--- src/rtl/bcd_calendar_pkg.sv ---
package bcd_calendar_pkg;

    localparam int SEC_LAST  = 59;
    localparam int MIN_LAST  = 59;
    localparam int HOUR_LAST = 23;
    localparam int WDAY_LAST = 6;
    localparam int MON_LAST  = 12;
    localparam int YEAR_LAST = 999;

    typedef enum logic [2:0] {
        FLD_SEC  = 3'd0,
        FLD_MIN  = 3'd1,
        FLD_HOUR = 3'd2,
        FLD_WDAY = 3'd3,
        FLD_MDAY = 3'd4,
        FLD_MON  = 3'd5,
        FLD_YEAR = 3'd6,
        FLD_NONE = 3'd7
    } cal_field_e;

    typedef struct packed {
        logic [6:0] sec;
        logic [6:0] min;
        logic [5:0] hour;
        logic [2:0] wday;
        logic [5:0] mday;
        logic [4:0] mon;
        logic [9:0] year;
    } cal_time_t;

    localparam cal_time_t CAL_RESET = '{sec: 7'd0, min: 7'd0, hour: 6'd0,
                                        wday: 3'd0, mday: 6'd1, mon: 5'd1,
                                        year: 10'd0};

    function automatic logic [6:0] bcd_to_bin(input logic [7:0] d);
        return 7'(d[7:4]) * 7'd10 + 7'(d[3:0]);
    endfunction

    function automatic logic [7:0] bin_to_bcd(input logic [6:0] v);
        logic [6:0] tens;
        logic [6:0] units;
        tens  = v / 7'd10;
        units = v % 7'd10;
        return {tens[3:0], units[3:0]};
    endfunction

    function automatic logic [11:0] year_to_bcd(input logic [9:0] y);
        logic [9:0] hund;
        logic [9:0] rest;
        hund = y / 10'd100;
        rest = y % 10'd100;
        return {hund[3:0], bin_to_bcd(rest[6:0])};
    endfunction

    function automatic logic [4:0] base_days(input logic [4:0] mon);
        case (mon)
            5'd2:                      return 5'd28;
            5'd4, 5'd6, 5'd9, 5'd11:   return 5'd30;
            default:                   return 5'd31;
        endcase
    endfunction

endpackage

--- src/rtl/cal_month_len.sv ---
module cal_month_len
    import bcd_calendar_pkg::*;
#(
    parameter int CENTURY_BASE = 1900
) (
    input  logic [4:0] mon,
    input  logic [9:0] year,
    output logic [4:0] days
);
    localparam logic [15:0] BASE16 = 16'(CENTURY_BASE);

    logic [15:0] full_year;
    logic        leap;

    always_comb begin
        full_year = BASE16 + 16'(year);
        leap = ((full_year % 16'd4) == 16'd0) &&
               (((full_year % 16'd100) != 16'd0) || ((full_year % 16'd400) == 16'd0));
        days = base_days(mon);
        if (mon == 5'd2 && leap) days = 5'd29;
    end
endmodule

--- src/rtl/cal_carry.sv ---
module cal_carry
    import bcd_calendar_pkg::*;
(
    input  cal_time_t  cur,
    input  logic [4:0] month_days,
    output cal_time_t  nxt
);
    always_comb begin
        nxt = cur;
        if (cur.sec >= 7'(SEC_LAST)) begin
            nxt.sec = '0;
            if (cur.min >= 7'(MIN_LAST)) begin
                nxt.min = '0;
                if (cur.hour >= 6'(HOUR_LAST)) begin
                    nxt.hour = '0;
                    nxt.wday = (cur.wday >= 3'(WDAY_LAST)) ? 3'd0 : cur.wday + 3'd1;
                    if (cur.mday >= {1'b0, month_days}) begin
                        nxt.mday = 6'd1;
                        if (cur.mon >= 5'(MON_LAST)) begin
                            nxt.mon  = 5'd1;
                            nxt.year = (cur.year >= 10'(YEAR_LAST)) ? 10'd0 : cur.year + 10'd1;
                        end else begin
                            nxt.mon = cur.mon + 5'd1;
                        end
                    end else begin
                        nxt.mday = cur.mday + 6'd1;
                    end
                end else begin
                    nxt.hour = cur.hour + 6'd1;
                end
            end else begin
                nxt.min = cur.min + 7'd1;
            end
        end else begin
            nxt.sec = cur.sec + 7'd1;
        end
    end
endmodule

--- src/rtl/bcd_calendar.sv ---
module bcd_calendar
    import bcd_calendar_pkg::*;
#(
    parameter int CENTURY_BASE = 1900
) (
    input  logic        clk,
    input  logic        rst,
    input  logic        clk_en,
    input  logic        sec_strobe,
    input  logic        wr_en,
    input  logic [2:0]  wr_sel,
    input  logic [11:0] wr_data,
    input  logic [2:0]  rd_sel,
    output logic [11:0] rd_data,
    output logic [7:0]  sec_bcd,
    output logic [7:0]  min_bcd,
    output logic [7:0]  hour_bcd,
    output logic [3:0]  wday_bcd,
    output logic [7:0]  mday_bcd,
    output logic [7:0]  mon_bcd,
    output logic [11:0] year_bcd
);
    cal_time_t  t_q;
    cal_time_t  t_next;
    logic [4:0] month_days;
    logic [6:0] ld_bin;
    logic [9:0] ld_year;
    logic       advance;

    cal_month_len #(.CENTURY_BASE(CENTURY_BASE)) u_len (
        .mon  (t_q.mon),
        .year (t_q.year),
        .days (month_days)
    );

    cal_carry u_carry (
        .cur        (t_q),
        .month_days (month_days),
        .nxt        (t_next)
    );

    assign ld_bin  = bcd_to_bin(wr_data[7:0]);
    assign ld_year = 10'(wr_data[11:8]) * 10'd100 + 10'(ld_bin);
    assign advance = clk_en && sec_strobe && !wr_en;

    always_ff @(posedge clk) begin
        if (rst) begin
            t_q <= CAL_RESET;
        end else if (clk_en) begin
            if (wr_en) begin
                case (cal_field_e'(wr_sel))
                    FLD_SEC:  t_q.sec  <= ld_bin;
                    FLD_MIN:  t_q.min  <= ld_bin;
                    FLD_HOUR: t_q.hour <= ld_bin[5:0];
                    FLD_WDAY: t_q.wday <= ld_bin[2:0];
                    FLD_MDAY: t_q.mday <= ld_bin[5:0];
                    FLD_MON:  t_q.mon  <= ld_bin[4:0];
                    FLD_YEAR: t_q.year <= ld_year;
                    default:  t_q      <= t_q;
                endcase
            end else if (sec_strobe) begin
                t_q <= t_next;
            end
        end
    end

    assign sec_bcd  = bin_to_bcd(t_q.sec);
    assign min_bcd  = bin_to_bcd(t_q.min);
    assign hour_bcd = bin_to_bcd({1'b0, t_q.hour});
    assign wday_bcd = {1'b0, t_q.wday};
    assign mday_bcd = bin_to_bcd({1'b0, t_q.mday});
    assign mon_bcd  = bin_to_bcd({2'b0, t_q.mon});
    assign year_bcd = year_to_bcd(t_q.year);

    always_comb begin
        case (cal_field_e'(rd_sel))
            FLD_SEC:  rd_data = {4'd0, sec_bcd};
            FLD_MIN:  rd_data = {4'd0, min_bcd};
            FLD_HOUR: rd_data = {4'd0, hour_bcd};
            FLD_WDAY: rd_data = {8'd0, wday_bcd};
            FLD_MDAY: rd_data = {4'd0, mday_bcd};
            FLD_MON:  rd_data = {4'd0, mon_bcd};
            FLD_YEAR: rd_data = year_bcd;
            default:  rd_data = 12'd0;
        endcase
    end

    AST_SEC_WRAP: assert property (@(posedge clk) disable iff (rst)
        advance && t_q.sec == 7'd59 |=> t_q.sec == 7'd0);
    AST_MIN_CARRY: assert property (@(posedge clk) disable iff (rst)
        advance && t_q.sec == 7'd59 && t_q.min < 7'd59 |=> t_q.min == $past(t_q.min) + 7'd1);
    AST_DAY_ROLL: assert property (@(posedge clk) disable iff (rst)
        advance && t_q.sec == 7'd59 && t_q.min == 7'd59 && t_q.hour == 6'd23
        |=> t_q.hour == 6'd0 && t_q.wday != $past(t_q.wday));
    AST_MONTH_ROLL: assert property (@(posedge clk) disable iff (rst)
        advance && t_q.sec == 7'd59 && t_q.min == 7'd59 && t_q.hour == 6'd23
        && t_q.mday == {1'b0, month_days} |=> t_q.mday == 6'd1);
    AST_YEAR_WRAP: assert property (@(posedge clk) disable iff (rst)
        advance && t_q.sec == 7'd59 && t_q.min == 7'd59 && t_q.hour == 6'd23
        && t_q.mday == {1'b0, month_days} && t_q.mon == 5'd12 && t_q.year == 10'd999
        |=> t_q.year == 10'd0 && t_q.mon == 5'd1);
    AST_DISABLED_HOLD: assert property (@(posedge clk) disable iff (rst)
        !clk_en |=> $stable(t_q));
    AST_LOAD_ISOLATE: assert property (@(posedge clk) disable iff (rst)
        clk_en && wr_en && wr_sel != 3'd1 |=> $stable(t_q.min));
endmodule

--- config.mk ---
export PLATFORM = sky130hd
export DESIGN_NAME = bcd_calendar
export DESIGN_NICKNAME = d
export VERILOG_FILES = /design/src/rtl/bcd_calendar_pkg.sv /design/src/rtl/cal_month_len.sv /design/src/rtl/cal_carry.sv /design/src/rtl/bcd_calendar.sv
export SDC_FILE = /design/constraint.sdc
export NUM_CORES = 1
export LEC_CHECK = 0
export BUFFER_PORTS_ARGS = -buffer_cell sky130_fd_sc_hd__buf_4
export CORE_AREA = 2 2 143 145
export CTS_CLUSTER_DIAMETER = 100
export DETAILED_ROUTE_END_ITERATION = 12
export DIE_AREA = 0 0 145 147
export SYNTH_ARGS = -nofsm -noshare
export SYNTH_HDL_FRONTEND = slang
export SYNTH_SLANG_ARGS = --single-unit
--- constraint.sdc ---
create_clock -name clk -period 6.05 [get_ports clk]
set_input_delay 1.815 -clock clk [delete_from_list [all_inputs] [get_ports clk]]
set_output_delay 1.815 -clock clk [all_outputs]
set_load 0.01 [all_outputs]
==> results.ini <==
[layout]
diodes=0
design_area_um2=10200
fillCellCount=1896
nets=1354
multi_input_area_um2=6700
seqCellArea_um2=888
drive_gt1_frac=0.287
area_growth_pct=30.9
layout.cells.non_filler=1541
final_core_util=0.516

[global_route]
grt_max_degree=45
antenna_found_initial=0
grt_pass1_wl_um=40800
grt_pass1_vias=8134
grt_use_total=0.229
grt-ovfl-total=0

[clock_network]
cts_tree=done
clk_latency_ns=0.30
cts.clk_slew.worst_paths_ns=0.07
clockRootBuffer=clkbuf_16
cts_max_level=2
cts.sinks=44
cts_made_buffers=5
cts_hold_repair.buffers=0
cts_buffer_depth=2

[yosys]
synth-edff-count=0
synth_top_area_frac=0.113
syn_inst=1108
yosysTopAreaCell=dfxtp_1
synthTopCellsByArea=dfxtp_1, ha_1, o21ai_0
synth-seq-cells=44
async_flop_share=0
synth.most_common_cell=nor2_1
synth_compound_area_frac=0.370
syn_area_per_cell_um2=7.05
synth_top_family_by_area=compound AO/OA/AOI/OAI gates
synth_cell_types=109
syn_area_um2=7810
synthSimpleGateAreaFrac=0.231
synth-main-ff-cell=dfxtp_1
yosys-top-cells-count=nor2_1, nand2_1, o21ai_0
muxShareOfSynthArea=0.0421
ys_warn_count=0
synthAdderAreaFrac=0.104
synthXorXnorAreaFrac=0.0482
seq_area_frac_synth=0.113

[pwr]
p_switching_w=0.000344
clock_power_share=0.330
seq_power_share=0.306
p_comb_frac=0.365
p_int_w=0.000661
ir_drop_mv=0.109
p_leak_nw=4.15
sw_frac_of_total=0.343
p_per_area_nw_per_um2=98.3

[die]
start_util=0.394
io_pins=91
die_w_um=145
core_area_um2=19800
rows=52
die_h_um=147
die_area_um2=21300

[worst_setup_path]
reg2reg_slack_ns=0.21
path_max_fanout=10
crit_type=flop to primary output
end_kind=primary output
arrival_ns=4.53
worstSetupStartpointType=flop
cp.required_ns=4.24

[status]
outcome=finished, violations left
violations=setup timing

[placed_design]
placed_area_um2=9410
post-place-cells=1507
io_buffers=85
dp_hpwl_um=19900
routabilityCongestion=0.886

[sta]
finalWorstSetupSlack_ns=-0.296
report.final.setup_viol=9
tightest_slew_ns=0.741
fin_crit_ns=6.35
clock_skew_ns=0.00934
rsz0062_at_grt=true
clock.fmax_ghz=0.158
hold_viol=0
fin_crit_sh=1.05
whs_ns=0.606
slew_viol_final=0
maxSlewHeadroom=0.505

[detailed_routing]
drc=0
ant_nets=0
vias=8979
drt_pass1_iterations=5
via_per_inst=5.83
post_drt_wl_per_cell_um=17.1
drt_iter0_markers=554
totalWireLength_um=26300

[hold_path]
hold_path.class=flop to flop

[run]
drv.max_cap_violation_count=0

==> routing by layer <==
layer | GRT usage | up-vias | part of all wire | routed length (um)
met5 | 0 | - | 0 | 0
met2 | 0.398 | 287 | 0.48 | 12700
met1 | 0.295 | 4220 | 0.44 | 11500
met3 | 0.0208 | 62 | 0.047 | 1240
met4 | 0.0866 | 0 | 0.034 | 903
li1 | - | 4410 | - | -
==> worst paths after layout <==
check | to | depth (start not counted) | startpoint
hold reg to reg | t_q[11]$_SDFFE_PP0P_ | 2 | t_q[11]$_SDFFE_PP0P_
setup reg to reg | t_q[6]$_SDFFE_PP0P_ | 27 | t_q[2]$_SDFFE_PP0P_
hold / removal | t_q[11]$_SDFFE_PP0P_ | 2 | t_q[11]$_SDFFE_PP0P_
setup / recovery | rd_data[2] | 17 | t_q[9]$_SDFFE_PP0P_
==> power groups by stage <==
| stage | clock [W] | combinational (W) | sequential, W |
|---|---|---|---|
| 2_1_floorplan | 0 | 0.000242 | 0.000307 |
| 3_3_place_gp | 0 | 0.000347 | 0.000314 |
| 3_5_place_dp | 0 | 0.000350 | 0.000314 |
| 4_1_cts | 0.000337 | 0.000358 | 0.000307 |
| 5_1_grt | 0.000344 | 0.000403 | 0.000308 |
| 6_report | 0.000331 | 0.000367 | 0.000307 |
==> registers in the layout, summed over array words and instances, names as in the netlist <==
signal / count
t_q: 41
wday_bcd: 3
==> timing repair <==
item / 4_1_cts / 5_1_grt
gates resized for setup: 36 / 58
pin swaps: 24 / 40
cloned: 0 / 1
buffers inserted: 9 / 16
endpoints found under the setup margin: 9 / 30
==> cell families after synthesis <==
group           count (synthesis)
compound gates                408
xor+xnor                       43
fa+ha+maj                      63
buf+inv                       155
flops                          44
mux                            28
other cells                     1
simple gates                  366
==> final cells by class <==
class	count	area share
multi-input cells	913	0.655
flip-flops and latches	44	0.0868
clock buffers	6	0.0136
inverters	70	0.0272
repair buffers	236	0.181
clock inverters	2	0.00379
well taps	270	0.0330
==> worst max-delay path, cell delays in order (launching register included) <==
cell and delay, ns:
dfxtp_2 0.38, buf_4 0.20, a2111oi_4 0.37, o31ai_1 0.11, o21ai_1 0.18, nand4_1 0.16, o31a_1 0.37, a2111o_1 0.44
a31oi_4 0.21, o21ai_2 0.11, a2111oi_4 0.38, a211o_1 0.18, nand2_2 0.06, buf_4 0.13, buf_4 0.12, o32a_1 0.37
a221o_1 0.34, buf_6 0.12
==> metrics by stage <==
stage	setup slack, ns	total power [W]	setup TNS, ns
after floorplan	-0.0452	0.000548	-0.0452
after detailed placement	-0.0423	0.000664	-0.0769
final	-0.296	0.00101	-1.82
after global routing	-0.463	0.00106	-4.54
after global placement	-0.0240	0.000661	-0.0313
after CTS	-0.271	0.00100	-1.46
==> cells in the final DEF (no fill, tap or decap), drive strengths merged, types with 7 or more instances in the layout <==
cell	count
buf	236
o22ai	12
inv	66
a21o	14
nor2b	12
and2	14
or3	8
o211ai	11
a22oi	14
xor2	10
nand3	40
a31oi	23
o311ai	10
mux2i	20
nor3	32
a211oi	32
a311oi	8
nand2	89
o221ai	9
dfxtp	44
a21oi	77
nor2	108
ha	57
o21ai	98
nor3b	9
a21boi	7
o21a	11
and3	10
o31ai	17
or2	7
nand2b	12
nand4	8
xnor2	33
(Power assumes the default switching activity.)
